==> src/rtl/chg_pkg.sv <==
// Shared types for the charge sequencer.
// Assumes: the mode code doubles as the host status encoding.
package chg_pkg;

    typedef enum logic [1:0] {
        MODE_IDLE = 2'd0,
        MODE_CHG  = 2'd1,
        MODE_PROT = 2'd2
    } chg_mode_t;

endpackage

==> src/rtl/chg_sync.sv <==
// Multi-stage flop synchronizer for a vector of independent asynchronous bits.
// Assumes: each bit is a slow level, so bits need no mutual coherence.
module chg_sync #(
    parameter int W      = 3,
    parameter int STAGES = 2
) (
    input  logic         clk,
    input  logic         rst_n,
    input  logic [W-1:0] async_i,
    output logic [W-1:0] sync_o
);

    logic [W-1:0] stage_q [STAGES];

    genvar g;
    generate
        for (g = 0; g < STAGES; g++) begin : g_stage
            if (g == 0) begin : g_first
                // Capture the raw asynchronous inputs.
                always_ff @(posedge clk) begin
                    if (!rst_n) stage_q[0] <= '0;
                    else        stage_q[0] <= async_i;
                end
            end else begin : g_rest
                // Let each later stage resolve metastability of the stage before.
                always_ff @(posedge clk) begin
                    if (!rst_n) stage_q[g] <= '0;
                    else        stage_q[g] <= stage_q[g-1];
                end
            end
        end
    endgenerate

    assign sync_o = stage_q[STAGES-1];

endmodule

==> src/rtl/chg_run_cnt.sv <==
// Cycle counter with synchronous clear and count enable; clear wins.
// Assumes: the caller keeps the count below 2**W.
module chg_run_cnt #(
    parameter int W = 8
) (
    input  logic         clk,
    input  logic         rst_n,
    input  logic         clr,
    input  logic         inc,
    output logic [W-1:0] count
);

    // Advance, clear or hold the count.
    always_ff @(posedge clk) begin
        if (!rst_n || clr) count <= '0;
        else if (inc)      count <= count + 1'b1;
    end

endmodule

==> src/rtl/chg_seq_fsm.sv <==
// Moore mode sequencer: Idle -> Charging -> (Idle | Protection -> Idle).
// Assumes: inputs are already synchronized, and every window parameter is at
// least 1 (SETTLE_CYC may be 0). A phase counter clears on every mode change.
module chg_seq_fsm
    import chg_pkg::*;
#(
    parameter int REQ_CYC    = 16,
    parameter int CHG_CYC    = 64,
    parameter int OVQ_CYC    = 4,
    parameter int SETTLE_CYC = 8,
    parameter int CW         = 8
) (
    input  logic       clk,
    input  logic       rst_n,
    input  logic       req_s,
    input  logic       ov_s,
    input  logic       safe_s,
    output logic       charge_en,
    output logic [1:0] status
);

    localparam logic [CW-1:0] REQ_LAST = CW'(REQ_CYC - 1);
    localparam logic [CW-1:0] CHG_LAST = CW'(CHG_CYC - 1);
    localparam logic [CW-1:0] OVQ_LAST = CW'(OVQ_CYC - 1);
    localparam logic [CW-1:0] SETTLED  = CW'(SETTLE_CYC);

    chg_mode_t     mode_q, mode_d;
    logic [CW-1:0] phase_cnt, ov_cnt;
    logic          phase_clr, phase_inc, ov_clr, leaving;

    // Pick the next mode from the current mode, the counters and the inputs.
    always_comb begin
        mode_d = mode_q;
        case (mode_q)
            MODE_IDLE: if (req_s && phase_cnt == REQ_LAST) mode_d = MODE_CHG;
            MODE_CHG: begin
                if (ov_s && ov_cnt == OVQ_LAST)  mode_d = MODE_PROT;
                else if (phase_cnt == CHG_LAST)  mode_d = MODE_IDLE;
            end
            MODE_PROT: if (phase_cnt == SETTLED && safe_s) mode_d = MODE_IDLE;
            default: mode_d = MODE_IDLE;
        endcase
    end

    assign leaving = (mode_d != mode_q);

    // Drive the phase counter: request window, charge timer or settle delay.
    always_comb begin
        phase_clr = leaving;
        phase_inc = 1'b0;
        case (mode_q)
            MODE_IDLE: begin
                phase_clr = leaving || !req_s;
                phase_inc = req_s;
            end
            MODE_CHG:  phase_inc = 1'b1;
            MODE_PROT: phase_inc = (phase_cnt < SETTLED);
            default:   phase_clr = 1'b1;
        endcase
    end

    // The over-voltage window runs only while charging with the flag high.
    assign ov_clr = leaving || !(mode_q == MODE_CHG && ov_s);

    chg_run_cnt #(.W(CW)) u_phase_cnt (
        .clk   (clk),
        .rst_n (rst_n),
        .clr   (phase_clr),
        .inc   (phase_inc),
        .count (phase_cnt)
    );

    chg_run_cnt #(.W(CW)) u_ov_cnt (
        .clk   (clk),
        .rst_n (rst_n),
        .clr   (ov_clr),
        .inc   (1'b1),
        .count (ov_cnt)
    );

    // Register the mode and the Moore outputs decoded from the next mode.
    always_ff @(posedge clk) begin
        if (!rst_n) begin
            mode_q    <= MODE_IDLE;
            charge_en <= 1'b0;
            status    <= 2'd0;
        end else begin
            mode_q    <= mode_d;
            charge_en <= (mode_d == MODE_CHG);
            status    <= mode_d;
        end
    end


    req_qualified_chk: assert property (@(posedge clk) disable iff (!rst_n)
        (mode_q == MODE_CHG && $past(mode_q) == MODE_IDLE) |-> $past(req_s));


    chg_timer_bound_chk: assert property (@(posedge clk) disable iff (!rst_n)
        (mode_q == MODE_CHG) |-> (phase_cnt < CW'(CHG_CYC)));


    ov_qualified_chk: assert property (@(posedge clk) disable iff (!rst_n)
        (mode_q == MODE_PROT && $past(mode_q) == MODE_CHG) |-> $past(ov_s));


    settle_hold_chk: assert property (@(posedge clk) disable iff (!rst_n)
        (mode_q == MODE_PROT && phase_cnt < SETTLED) |=> (mode_q == MODE_PROT));


    idle_no_prot_chk: assert property (@(posedge clk) disable iff (!rst_n)
        (mode_q == MODE_IDLE) |=> (mode_q != MODE_PROT));

endmodule

==> src/rtl/charge_sequencer.sv <==
// Top of the charge sequencer: synchronizes the three asynchronous inputs
// and feeds them to the mode sequencer. Windows are in clock cycles, except
// for the request window, which is set in microseconds at CLK_HZ.
// Assumes: CLK_HZ is a whole multiple of 1 MHz.
module charge_sequencer #(
    parameter int CLK_HZ      = 200_000_000,
    parameter int REQ_QUAL_US = 5000,
    parameter int CHG_CYC     = 2_000_000,
    parameter int OVQ_CYC     = 64,
    parameter int SETTLE_CYC  = 256
) (
    input  logic       clk,
    input  logic       rst_n,
    input  logic       chg_req_a,
    input  logic       ov_flag_a,
    input  logic       safe_flag_a,
    output logic       charge_en,
    output logic [1:0] status
);

    localparam int REQ_CYC  = (CLK_HZ / 1_000_000) * REQ_QUAL_US;
    localparam int MAX_AB   = (REQ_CYC > CHG_CYC) ? REQ_CYC : CHG_CYC;
    localparam int MAX_CD   = (OVQ_CYC > SETTLE_CYC + 1) ? OVQ_CYC : SETTLE_CYC + 1;
    localparam int MAX_CYC  = (MAX_AB > MAX_CD) ? MAX_AB : MAX_CD;
    localparam int CNT_W    = $clog2(MAX_CYC + 2);

    logic [2:0] flags_s;

    chg_sync #(.W(3), .STAGES(2)) u_sync (
        .clk     (clk),
        .rst_n   (rst_n),
        .async_i ({safe_flag_a, ov_flag_a, chg_req_a}),
        .sync_o  (flags_s)
    );

    chg_seq_fsm #(
        .REQ_CYC    (REQ_CYC),
        .CHG_CYC    (CHG_CYC),
        .OVQ_CYC    (OVQ_CYC),
        .SETTLE_CYC (SETTLE_CYC),
        .CW         (CNT_W)
    ) u_fsm (
        .clk       (clk),
        .rst_n     (rst_n),
        .req_s     (flags_s[0]),
        .ov_s      (flags_s[1]),
        .safe_s    (flags_s[2]),
        .charge_en (charge_en),
        .status    (status)
    );


    en_matches_status_chk: assert property (@(posedge clk) disable iff (!rst_n)
        charge_en == (status == 2'd1));


    status_legal_chk: assert property (@(posedge clk) disable iff (!rst_n)
        status != 2'd3);

endmodule

==> config.mk <==
export PLATFORM = sky130hd
export DESIGN_NAME = charge_sequencer
export DESIGN_NICKNAME = d
export VERILOG_FILES = /design/src/rtl/chg_pkg.sv /design/src/rtl/chg_sync.sv /design/src/rtl/chg_run_cnt.sv /design/src/rtl/chg_seq_fsm.sv /design/src/rtl/charge_sequencer.sv
export SDC_FILE = /design/constraint.sdc
export NUM_CORES = 1
export LEC_CHECK = 0
export ABC_AREA = 0
export BUFFER_PORTS_ARGS = -buffer_cell sky130_fd_sc_hd__buf_2
export CAP_MARGIN = 20
export CELL_PAD_IN_SITES_DETAIL_PLACEMENT = 0
export CELL_PAD_IN_SITES_GLOBAL_PLACEMENT = 2
export CORE_MARGIN = 1.5
export CORE_UTILIZATION = 35
export CTS_BUF_LIST = sky130_fd_sc_hd__clkbuf_4
export CTS_CLUSTER_DIAMETER = 120
export DETAILED_ROUTE_END_ITERATION = 10
export PLACE_DENSITY_LB_ADDON = 0.15
export SLEW_MARGIN = 20
export SYNTH_ARGS = -nofsm -noshare
export SYNTH_HDL_FRONTEND = slang
export SYNTH_SLANG_ARGS = --single-unit
==> constraint.sdc <==
create_clock -name clk -period 2.7 [get_ports clk]
set_input_delay 0.27 -clock clk [delete_from_list [all_inputs] [get_ports clk]]
set_output_delay 0.27 -clock clk [all_outputs]
set_load 0.005 [all_outputs]
**Word level (Yosys, flattened, before mapping)**

Memories as Yosys holds them, arrays and structs flattened.
Cells that the tools add are included.

- Register bits after elaboration: 45
- RAM bits: 6
- Bits of input ports: 5
- Output and inout port bits: 3
- Memories: 1

Memories:

| memory | depth | bits a word | read ports | clocked after Yosys merged registers in | write ports | RTL line | RTL |
|---|---|---|---|---|---|---|---|
| u_sync.stage_q | 2 | 3 | 2 | 0 | 2 | chg_sync.sv:13 | `logic [W-1:0] stage_q [STAGES];` |

- $add $sub $neg: 2
- Order comparisons: 1
- Eq/ne operators: 8
- Muxes and demuxes: 11
- Bitwise logic cells: 2
- Reductions and logical operators: 13

Operator list:

| kind | number |
|---|---|
| $add A21 B1 Y21 const B | 2 |
| $eq A21 B20 Y1 const B | 1 |
| $eq A21 B21 Y1 const B | 1 |
| $eq A21 B6 Y1 const B | 1 |
| $eq A21 B9 Y1 const B | 1 |
| $lt A21 B9 Y1 const B | 1 |
| $mux W2 | 4 |
| $mux W3 | 2 |
| $pmux W2 S3 | 1 |
| $eq A2 B1 Y1 const B | 2 |
| $logic_and A1 B1 Y1 | 4 |
| $logic_or A1 B1 Y1 | 4 |
| $logic_not A1 Y1 | 3 |
| $pmux W1 S3 | 1 |
| $eq A2 B2 Y1 const B | 1 |
| $logic_not A2 Y1 | 1 |
| $mux W1 | 2 |
| $ne A2 B2 Y1 | 1 |
| $or A1 B1 Y1 | 2 |
| $pmux W1 S2 | 1 |
| $reduce_or A2 Y1 | 1 |

**Logic depth before layout (Yosys ltp)**

Gate-level depths: netlist of run 1.

- Word-level depth: 8
- Mapped depth: 10
- Gate-level depth less buffers: 9

**Cells and area by module**

Synthesis of run 1 repeated with hierarchy kept, for this count alone.

- Cell total of the unflattened synthesis: 299
- Area, all modules: 2521.2 µm²

Modules (own cells, without submodules):

| module | times used | cells each | area each (µm²) | seq. area each (µm²) |
|---|---|---|---|---|
| chg_run_cnt | 2 | 109 | 932.1 | 420.4 |
| chg_seq_fsm | 1 | 69 | 499.2 | 60.1 |
| chg_sync | 1 | 12 | 157.7 | 120.1 |

**Worst setup path after synthesis of run 1**

Ideal clock, no wire load.

- Path kind: register to register
- From: register u_fsm.u_phase_cnt.count[9]
- To: register u_fsm.u_phase_cnt.count[0]
- Arrival time: 2.475 ns
- Required time: 2.582 ns
- Setup slack: 0.107 ns
- Stages on the path, launching flop included: 9
- Buffers on the path: 1
- Clock period less this slack: 2.593 ns
- Cell sequence: dfxtp_1 > or3_4 > or4_4 > o41a_1 > nor3_2 > a32oi_2 > o31ai_4 > buf_6 > a21oi_1

- Word-level cells in the longest chain between the ends: 8

Ends and longest elaborated chain:

| element | RTL line | RTL |
|---|---|---|
| start: declaration | chg_run_cnt.sv:10 | `output logic [W-1:0] count` |
| start signal: assignment | chg_run_cnt.sv:16 | `else if (inc) count <= count + 1'b1;` |
| $eq A21 B21 Y1 (tied with other cells) | chg_seq_fsm.sv:38 | `else if (phase_cnt == CHG_LAST) mode_d = MODE_IDLE;` |
| $mux W2 (tied with other cells) | chg_seq_fsm.sv:38 |  |
| $mux W2 (on tied branches) | chg_seq_fsm.sv:37, chg_seq_fsm.sv:35, chg_seq_fsm.sv:40 |  |
| $pmux W2 S3 | chg_seq_fsm.sv:34 | `case (mode_q)` |
| $ne A2 B2 Y1 | chg_seq_fsm.sv:45 | `assign leaving = (mode_d != mode_q);` |
| $logic_or A1 B1 Y1 | chg_seq_fsm.sv:53 | `phase_clr = leaving \|\| !req_s;` |
| $pmux W1 S2 | chg_seq_fsm.sv:51 | `case (mode_q)` |
| $logic_or A1 B1 Y1 | chg_run_cnt.sv:15 | `if (!rst_n \|\| clr) count <= '0;` |

Several ways; a longest one is shown, not always the timed one.
A chain may end at the register's enable or synchronous reset.

**Worst setup path after layout of run 1**

- From: register u_fsm.u_phase_cnt.count[9]
- To: register u_fsm.u_phase_cnt.count[9]

The elaborated chain is that of the path after synthesis.

==> summary.md, run 1 <==
| Metric | Value |
|---|---|
| Chip width | `between 80 and 90 um` |
| Routed WL | `5556 um` |
| Drt first pass iters | `4` |
| Clock skew | `roughly 0.015 ns` |
| Final Setup Violations | `0` |
| Worst VDD drop | `169.9 uV` |
| Relative slew slack | `0.5490` |
| # Post-CTS Setup Buffers | `0` |
| FILL cells | `738` |
| Tightest hold margin | `a little under 0.1 ns` |
| Mapped Cells | `~290` |
| Fmax | `0.3732 GHz` |
| Status | `complete, no violations` |
| Ys async rst share | `0` |
| CTS H-tree depth | `2` |
| CTS Buf Count | `5` |
| Hold Path Class | `in2reg` |
| Yosys reg bits | `51` |
| Final Hold Viols | `0` |
| Clock tree root driver cell | `clkbuf_4` |
| TritonCTS Sinks | `51` |
| Startpoint types | `register` |
| Clock Latency Late Sink | `around 0.38 ns` |
| TritonCTS clock tree | `yes` |
| Starting Density | `0.3585` |
| Post-Syn Area | `2572 um2` |
| Synth Flop Type | `dfxtp_1` |
| Row cnt | `31` |
| Worst slack, placed | `-0.01442 ns` |
| GPL Wtd Cong | `0.8182` |
| Minimum clock period | `roughly 2.7 ns` |
| Die area | `between 7000 and 8000 um2` |
| Unique masters post-synth | `46` |
| Mean post-synth cell area | `8.995 um2` |
| Crit-path cells | `or3_4, or4_4, o41a_1, nor3_2, a32oi_2, o31ai_4, buf_6, a21oi_1` |
| Lkg Pwr | `around 1 nW` |
| Initial antenna violation count | `0` |
| Vias | `just over 2,000` |
| CP max stage cell | `o41a_1` |
| Crit Path Class | `reg2reg` |
| P per Cell Area | `between 400 and 500 nW/um2` |
| Sequential area share after synthesis | `0.3969` |
| PortBufs | `7` |
| Slew Viols, Final | `0` |
| Placement Cell Area | `approximately 2800 um2` |
| Mapped Nets | `a little under 300` |
| Fraction of layout cells with a size suffix above 1 | `0.1470` |
| Critical Path AT | `2.96 ns` |
| Vias per cell | `between 4 and 5` |
| Yosys warning count | `0` |
| RSZ-0062 raised after global routing | `yes` |
| Number of diodes | `0` |
| Fin area | `just under 3000 um2` |
| Initial DRC Count | `55` |
| Core Area | `between 7000 and 8000 um2` |
| CTS Buffer Depth | `2` |
| Wire per inst | `about 13 um` |
| CP Max Fanout | `11` |
| Die Y | `a little under 90 um` |
| Worst Slack Setup Final | `around 0.02 ns` |
| Post-synth EDFFs | `0` |
| Critical Path End Type | `register` |
| Max-cap check violation count | `0` |
| Worst-path clk slew | `between 0.1 and 0.15 ns` |
| Vias in the first global route | `roughly 2,000` |
| Total Routing Usage GR | `0.1548` |
| Final Cycle Share | `0.9925` |
| Crit path required time | `2.98 ns` |
| Largest net degree at the start of global routing | `22` |
| DPL Wire Length | `around 4200 um` |
| Hold-fix buffers, CTS | `0` |
| Post-DRT Antenna Nets | `0` |
| Max stage delay on crit path | `roughly 0.45 ns` |
| Drc violations | `0` |
| Fin nets | `~320` |
| Grt total ovfl | `0` |
| Tightest Pin Transition | `approximately 0.67 ns` |
| I/O pin count | `8` |
| First-pass GRT wire length | `between 9000 and 10,000 um` |
| Area Growth Syn to Fin | `13.62%` |
per-stage QoR:
step           total power [W]  setup TNS (ns)    util  cells
2_1_floorplan        0.0007868               0       -    286
3_3_place_gp         0.0007957               0  0.3956    404
3_5_place_dp         0.0007955         -0.1182  0.3956    404
4_1_cts               0.001239               0  0.4073    412
5_1_grt               0.001269          -1.929  0.4073    412
6_report              0.001214               0  0.4073    412
cell type report:
type / count / area (um2) / share of cell area
clock inverter: 3 / 38.79 / 0.01327
multi-input combinational: 217 / 1446 / 0.4949
inverter: 10 / 37.54 / 0.01284
timing repair buffer: 27 / 217.7 / 0.07449
sequential: 51 / 1021 / 0.3493
tap: 99 / 123.9 / 0.04238
clock buffer: 5 / 37.54 / 0.01284
synthesized netlist by cell type (2+ instances only):
master	number	area share
dfxtp_1	51	0.40
nor2_1	32	0.047
a21oi_1	24	0.047
nand3_1	19	0.037
xnor2_1	19	0.065
xor2_1	19	0.065
nand2_1	17	0.025
and3_1	11	0.027
inv_1	10	0.015
and2_1	9	0.022
nor3_1	9	0.018
ha_1	7	0.034
and4_1	6	0.020
nand4_1	6	0.015
buf_6	4	0.018
nor4_1	4	0.0097
or4_1	3	0.0088
a21oi_2	2	0.0068
buf_4	2	0.0058
clkbuf_1	2	0.0029
nand2b_1	2	0.0049
nor2b_1	2	0.0049
o2111ai_2	2	0.012
o41a_1	2	0.0088
registers in the layout (all words and copies together) (netlist names):
signal                   cells
u_fsm.charge_en              1
u_fsm.status                 2
u_fsm.u_phase_cnt.count     21
u_fsm.u_ov_cnt.count        21
u_sync.stage_q               6
final timing paths:
kind	start	endpoint	slack, ns	cells after the start
max reg2reg	u_fsm.u_phase_cnt.count[9]	u_fsm.u_phase_cnt.count[9]	0.02	8
max	u_fsm.u_phase_cnt.count[9]	u_fsm.u_phase_cnt.count[9]	0.02	8
min	safe_flag_a	u_sync.stage_q[0][2]	0.1	2
min reg2reg	u_sync.stage_q[0][2]	u_sync.stage_q[1][2]	0.45	1
where the power goes:
part	switching, W	internal (W)
Sequential	0.00000196	0.000757
Clock	0.000244	0.000191
Combinational	0.0000106	0.00000936
metal layers:
| layer | part of all wire | track usage | vias up |
|---|---|---|---|
| li1 | - | - | 1060 |
| met1 | 0.46 | 0.1868 | 925 |
| met2 | 0.50 | 0.2720 | 22 |
| met3 | 0.021 | 0.02799 | 13 |
| met4 | 0.020 | 0.05966 | 0 |
| met5 | 0 | 0 | - |
cells in the final DEF, fill, tap and decap left out, types with 10 or more instances in the layout:
cell     synthesis  final
inv_1           10     10
nand3_1         19     19
a21oi_1         24     24
nor2_1          32     32
and3_1          11     11
xnor2_1         19     19
buf_4            2     16
xor2_1          19     19
nand2_1         17     17
dfxtp_1         51     51
logic make-up after synthesis:
family | synth area share
AOI/OAI and AO/OA | 0.1153
xor gates and xnor gates | 0.1294
adders and majority gates | 0.03405
buffers and inverters | 0.04086
DFF | 0.3969
muxes | 0.003891
and+or+nand+nor | 0.2797
critical path, delay by kind of cell, from the launching register on:
| family | cells | cell delay (ns) |
|---|---|---|
| DFF | 1 | 0.34 |
| AOI/OAI and AO/OA | 4 | 1.00 |
| buffers and inverters | 1 | 0.19 |
| and+or+nand+nor | 3 | 1.04 |
repair_timing:
action / in CTS / in global routing
resized for setup: 2 / 0
setup endpoints to repair: 23 / 42
pin swaps: 2 / 1
No activity file was read; power rests on OpenSTA's default activity.
==> inputs of run 2 (changes only) <==
--- a/config.mk
+++ b/config.mk
@@ -10,6 +10,7 @@
 export CAP_MARGIN = 20
 export CELL_PAD_IN_SITES_DETAIL_PLACEMENT = 0
 export CELL_PAD_IN_SITES_GLOBAL_PLACEMENT = 2
+export CORE_ASPECT_RATIO = 1.1
 export CORE_MARGIN = 1.5
 export CORE_UTILIZATION = 35
 export CTS_BUF_LIST = sky130_fd_sc_hd__clkbuf_4
==> summary.md, run 2 (synthesized netlist as in run 1, its figures left out) <==
| Metric | Value |
|---|---|
| Clock skew | `0.01643 ns (+0.001657 ns)` |
| Routed WL | `5812 um (+4.6%)` |
| Biggest regs | `u_fsm.u_ov_cnt.count x21, u_fsm.u_phase_cnt.count x21, u_sync.stage_q x6` |
| Fin area | `2969 um2 (+1.6%)` |
| Status | `finished with violations` |
| Vias per cell | `5.027 (+2.5%)` |
| CP Max Fanout | `10 (-1)` |
| Tightest Pin Transition | `0.6889 ns (+0.01750 ns)` |
| Hold Path Origin | `safe_flag_a` |
| Total Routing Usage GR | `0.1554 (+0.0006534)` |
| Failing checks | `negative setup slack` |
| Crit path required time | `2.98 ns (about the same)` |
| Startpoint types | `register` |
| R2R setup slack | `-0.06 ns (-0.08 ns)` |
| Crit Path Class | `reg2reg` |
| FILL cells | `749 (+1.5%)` |
| Initial antenna violation count | `0 (unchanged)` |
| Final Cycle Share | `1.021 (+0.02894)` |
| PortBufs | `7 (unchanged)` |
| Critical path buffer and inverter count | `2 (+1)` |
| Wl on met1 | `2627 um (+3.2%)` |
| Clock Latency Late Sink | `0.36 ns (-0.02 ns)` |
| Max stage delay on crit path | `0.49 ns (+0.04 ns)` |
| Most frequent cells in the layout | `dfxtp_1 (50), nor2_1 (32), a21oi_1 (22)` |
| Relative slew slack | `0.5372 (-0.01176)` |
| Lkg Pwr | `1.052 nW (+3.2%)` |
| Grt total ovfl | `0 (unchanged)` |
| Critical Path End Type | `register` |
| Hold Crit Depth | `2 (unchanged)` |
| Clock tree root driver cell | `clkbuf_4` |
| End of the worst hold path | `u_sync.stage_q[0][2]` |
| Fin nets | `328 (+1.2%)` |
| Fmax | `0.3626 GHz (-2.8%)` |
| Core Area | `7047 um2 (-1.8%)` |
| Met3 wire len | `145 um (+23%)` |
| CTS Buffer Depth | `2 (unchanged)` |
| GPL Wtd Cong | `0.7468 (-8.7%)` |
| Setup_tns | `-0.9735 ns (-0.9735 ns)` |
| Largest net degree at the start of global routing | `22 (unchanged)` |
| Wire per inst | `14.46 um (+7.2%)` |
| RSZ-0062 raised after global routing | `yes` |
| Die Y | `92.92 um (+4.7%)` |
| Final Setup Violations | `21 (+21)` |
| Vias | `2,021 (+0.050%)` |
| Core Util, Final | `0.4213 (+0.01402)` |
| Chip width | `84.74 um (-4.5%)` |
| Post-DRT Antenna Nets | `0 (unchanged)` |
| Starting Density | `0.3651 (+0.006556)` |
| Die area | `7874 um2 (about the same)` |
| CTS Buf Count | `5 (unchanged)` |
| Slew Viols, Final | `0 (unchanged)` |
| Row cnt | `32 (+3.2%)` |
| Area Growth Syn to Fin | `15.42%` |
| Critical Path AT | `3.04 ns (+0.08 ns)` |
| FF-to-FF path depth | `9 (+1)` |
| Highest routed metal layer | `met4` |
| Minimum clock period | `2.758 ns (+0.07815 ns)` |
| Placement Cell Area | `2819 um2 (-0.71%)` |
| Max-cap check violation count | `0 (unchanged)` |
| Fraction of layout cells with a size suffix above 1 | `0.1672 (+0.02023)` |
| CTS H-tree depth | `2 (unchanged)` |
| Worst VDD drop | `226.0 uV (+33%)` |
| TritonCTS Sinks | `51 (unchanged)` |
| End of the worst register-to-register path | `u_fsm.u_phase_cnt.count[11]` |
| I/O pin count | `8 (unchanged)` |
| Drc violations | `0 (unchanged)` |
| Commonest non-fill, non-tap cell in the layout | `dfxtp_1` |
| Number of diodes | `0 (unchanged)` |
| Hold-fix buffers, CTS | `0 (unchanged)` |
| TritonCTS clock tree | `yes` |
| P per Cell Area | `382.2 nW/um2 (-8.0%)` |
| Initial DRC Count | `38 (-31%)` |
| Routed met2 length | `2947 um (+6.0%)` |
| Vias in the first global route | `1,987 (+0.35%)` |
| First-pass GRT wire length | `9666 um (+3.2%)` |
| Worst Slack Setup Final | `-0.05788 ns (-0.07815 ns)` |
| Worst reg2reg startpoint | `u_fsm.u_phase_cnt.count[14]` |
| Top delay family on crit path | `compound AO/OA/AOI/OAI gates` |
| Crit-path cells | `or3_4, or4_4, o41a_1, a22oi_1, a32oi_2, o31ai_4, buf_6, clkbuf_16, a21oi_1` |
| CP max stage cell | `o41a_1` |
| Drt first pass iters | `4 (unchanged)` |
| Worst-path clk slew | `0.16 ns (+0.02 ns)` |
| Hold Path Class | `in2reg` |
| Final Hold Viols | `0 (unchanged)` |
| DPL Wire Length | `4211 um (+0.20%)` |
## run 2: how the worst max path moves through the flow
stage / startpoint / to / slack (ns) / depth (start not counted)
2_1_floorplan: u_fsm.u_phase_cnt.count[9] / u_fsm.u_phase_cnt.count[0] / 0.11 / 8
3_3_place_gp: u_fsm.u_phase_cnt.count[14] / u_fsm.u_phase_cnt.count[13] / 0.03 / 8
3_5_place_dp: u_fsm.u_phase_cnt.count[14] / u_fsm.u_phase_cnt.count[18] / -0.005 / 8
4_1_cts: u_fsm.u_phase_cnt.count[14] / u_fsm.u_phase_cnt.count[10] / -0.03 / 8
5_1_grt: u_sync.stage_q[1][1] / u_fsm.u_phase_cnt.count[10] / -0.15 / 9
6_report: u_fsm.u_phase_cnt.count[14] / u_fsm.u_phase_cnt.count[11] / -0.06 / 9
## run 2: layout make-up
cell class              count  area (um2)  area share
multi-input cells         217        1454      0.4897
flip-flops and latches     51        1022      0.3443
repair buffers             31       291.5     0.09819
well taps                  85       106.4     0.03582
clock buffers               6       45.04     0.01517
inverters                  10       37.54     0.01264
clock inverters             2       12.51    0.004214
## run 2: metrics by stage
step	cells	hold WS, ns	setup WS, ns	power [W]
global placement	388	0.4174	0.03296	0.0007957
finish	402	0.09988	-0.05788	0.001135
global route	402	0.07072	-0.1459	0.001188
CTS	396	0.08484	-0.02549	0.001156
detailed placement	388	0.4169	-0.004792	0.0007961
floorplan	286	0.3917	0.1074	0.0007868
## run 2: where the power goes
| part | switching, W | leakage (nW) | total, W | internal, W |
|---|---|---|---|---|
| Sequential | 0.00000191 | 0.412 | 0.000759 | 0.000757 |
| Clock | 0.000244 | 0.0333 | 0.000355 | 0.000112 |
| Combinational | 0.0000109 | 0.607 | 0.0000203 | 0.00000941 |
| Total | 0.000256 | 1.05 | 0.00113 | 0.000878 |
## run 2: layer usage
layer  GRT usage  vias to the layer above
met3     0.03030                        6
li1            -                     1062
met4     0.05645                        0
met1      0.1829                      927
met2      0.2784                       26
met5           0                        -
## run 2: timing repair
item,CTS,global route
setup buffers,0,4
pin swaps,0,1
hold endpoints to repair,0,0
gates resized for setup,0,4
cloned,0,2
setup endpoints to repair,11,42
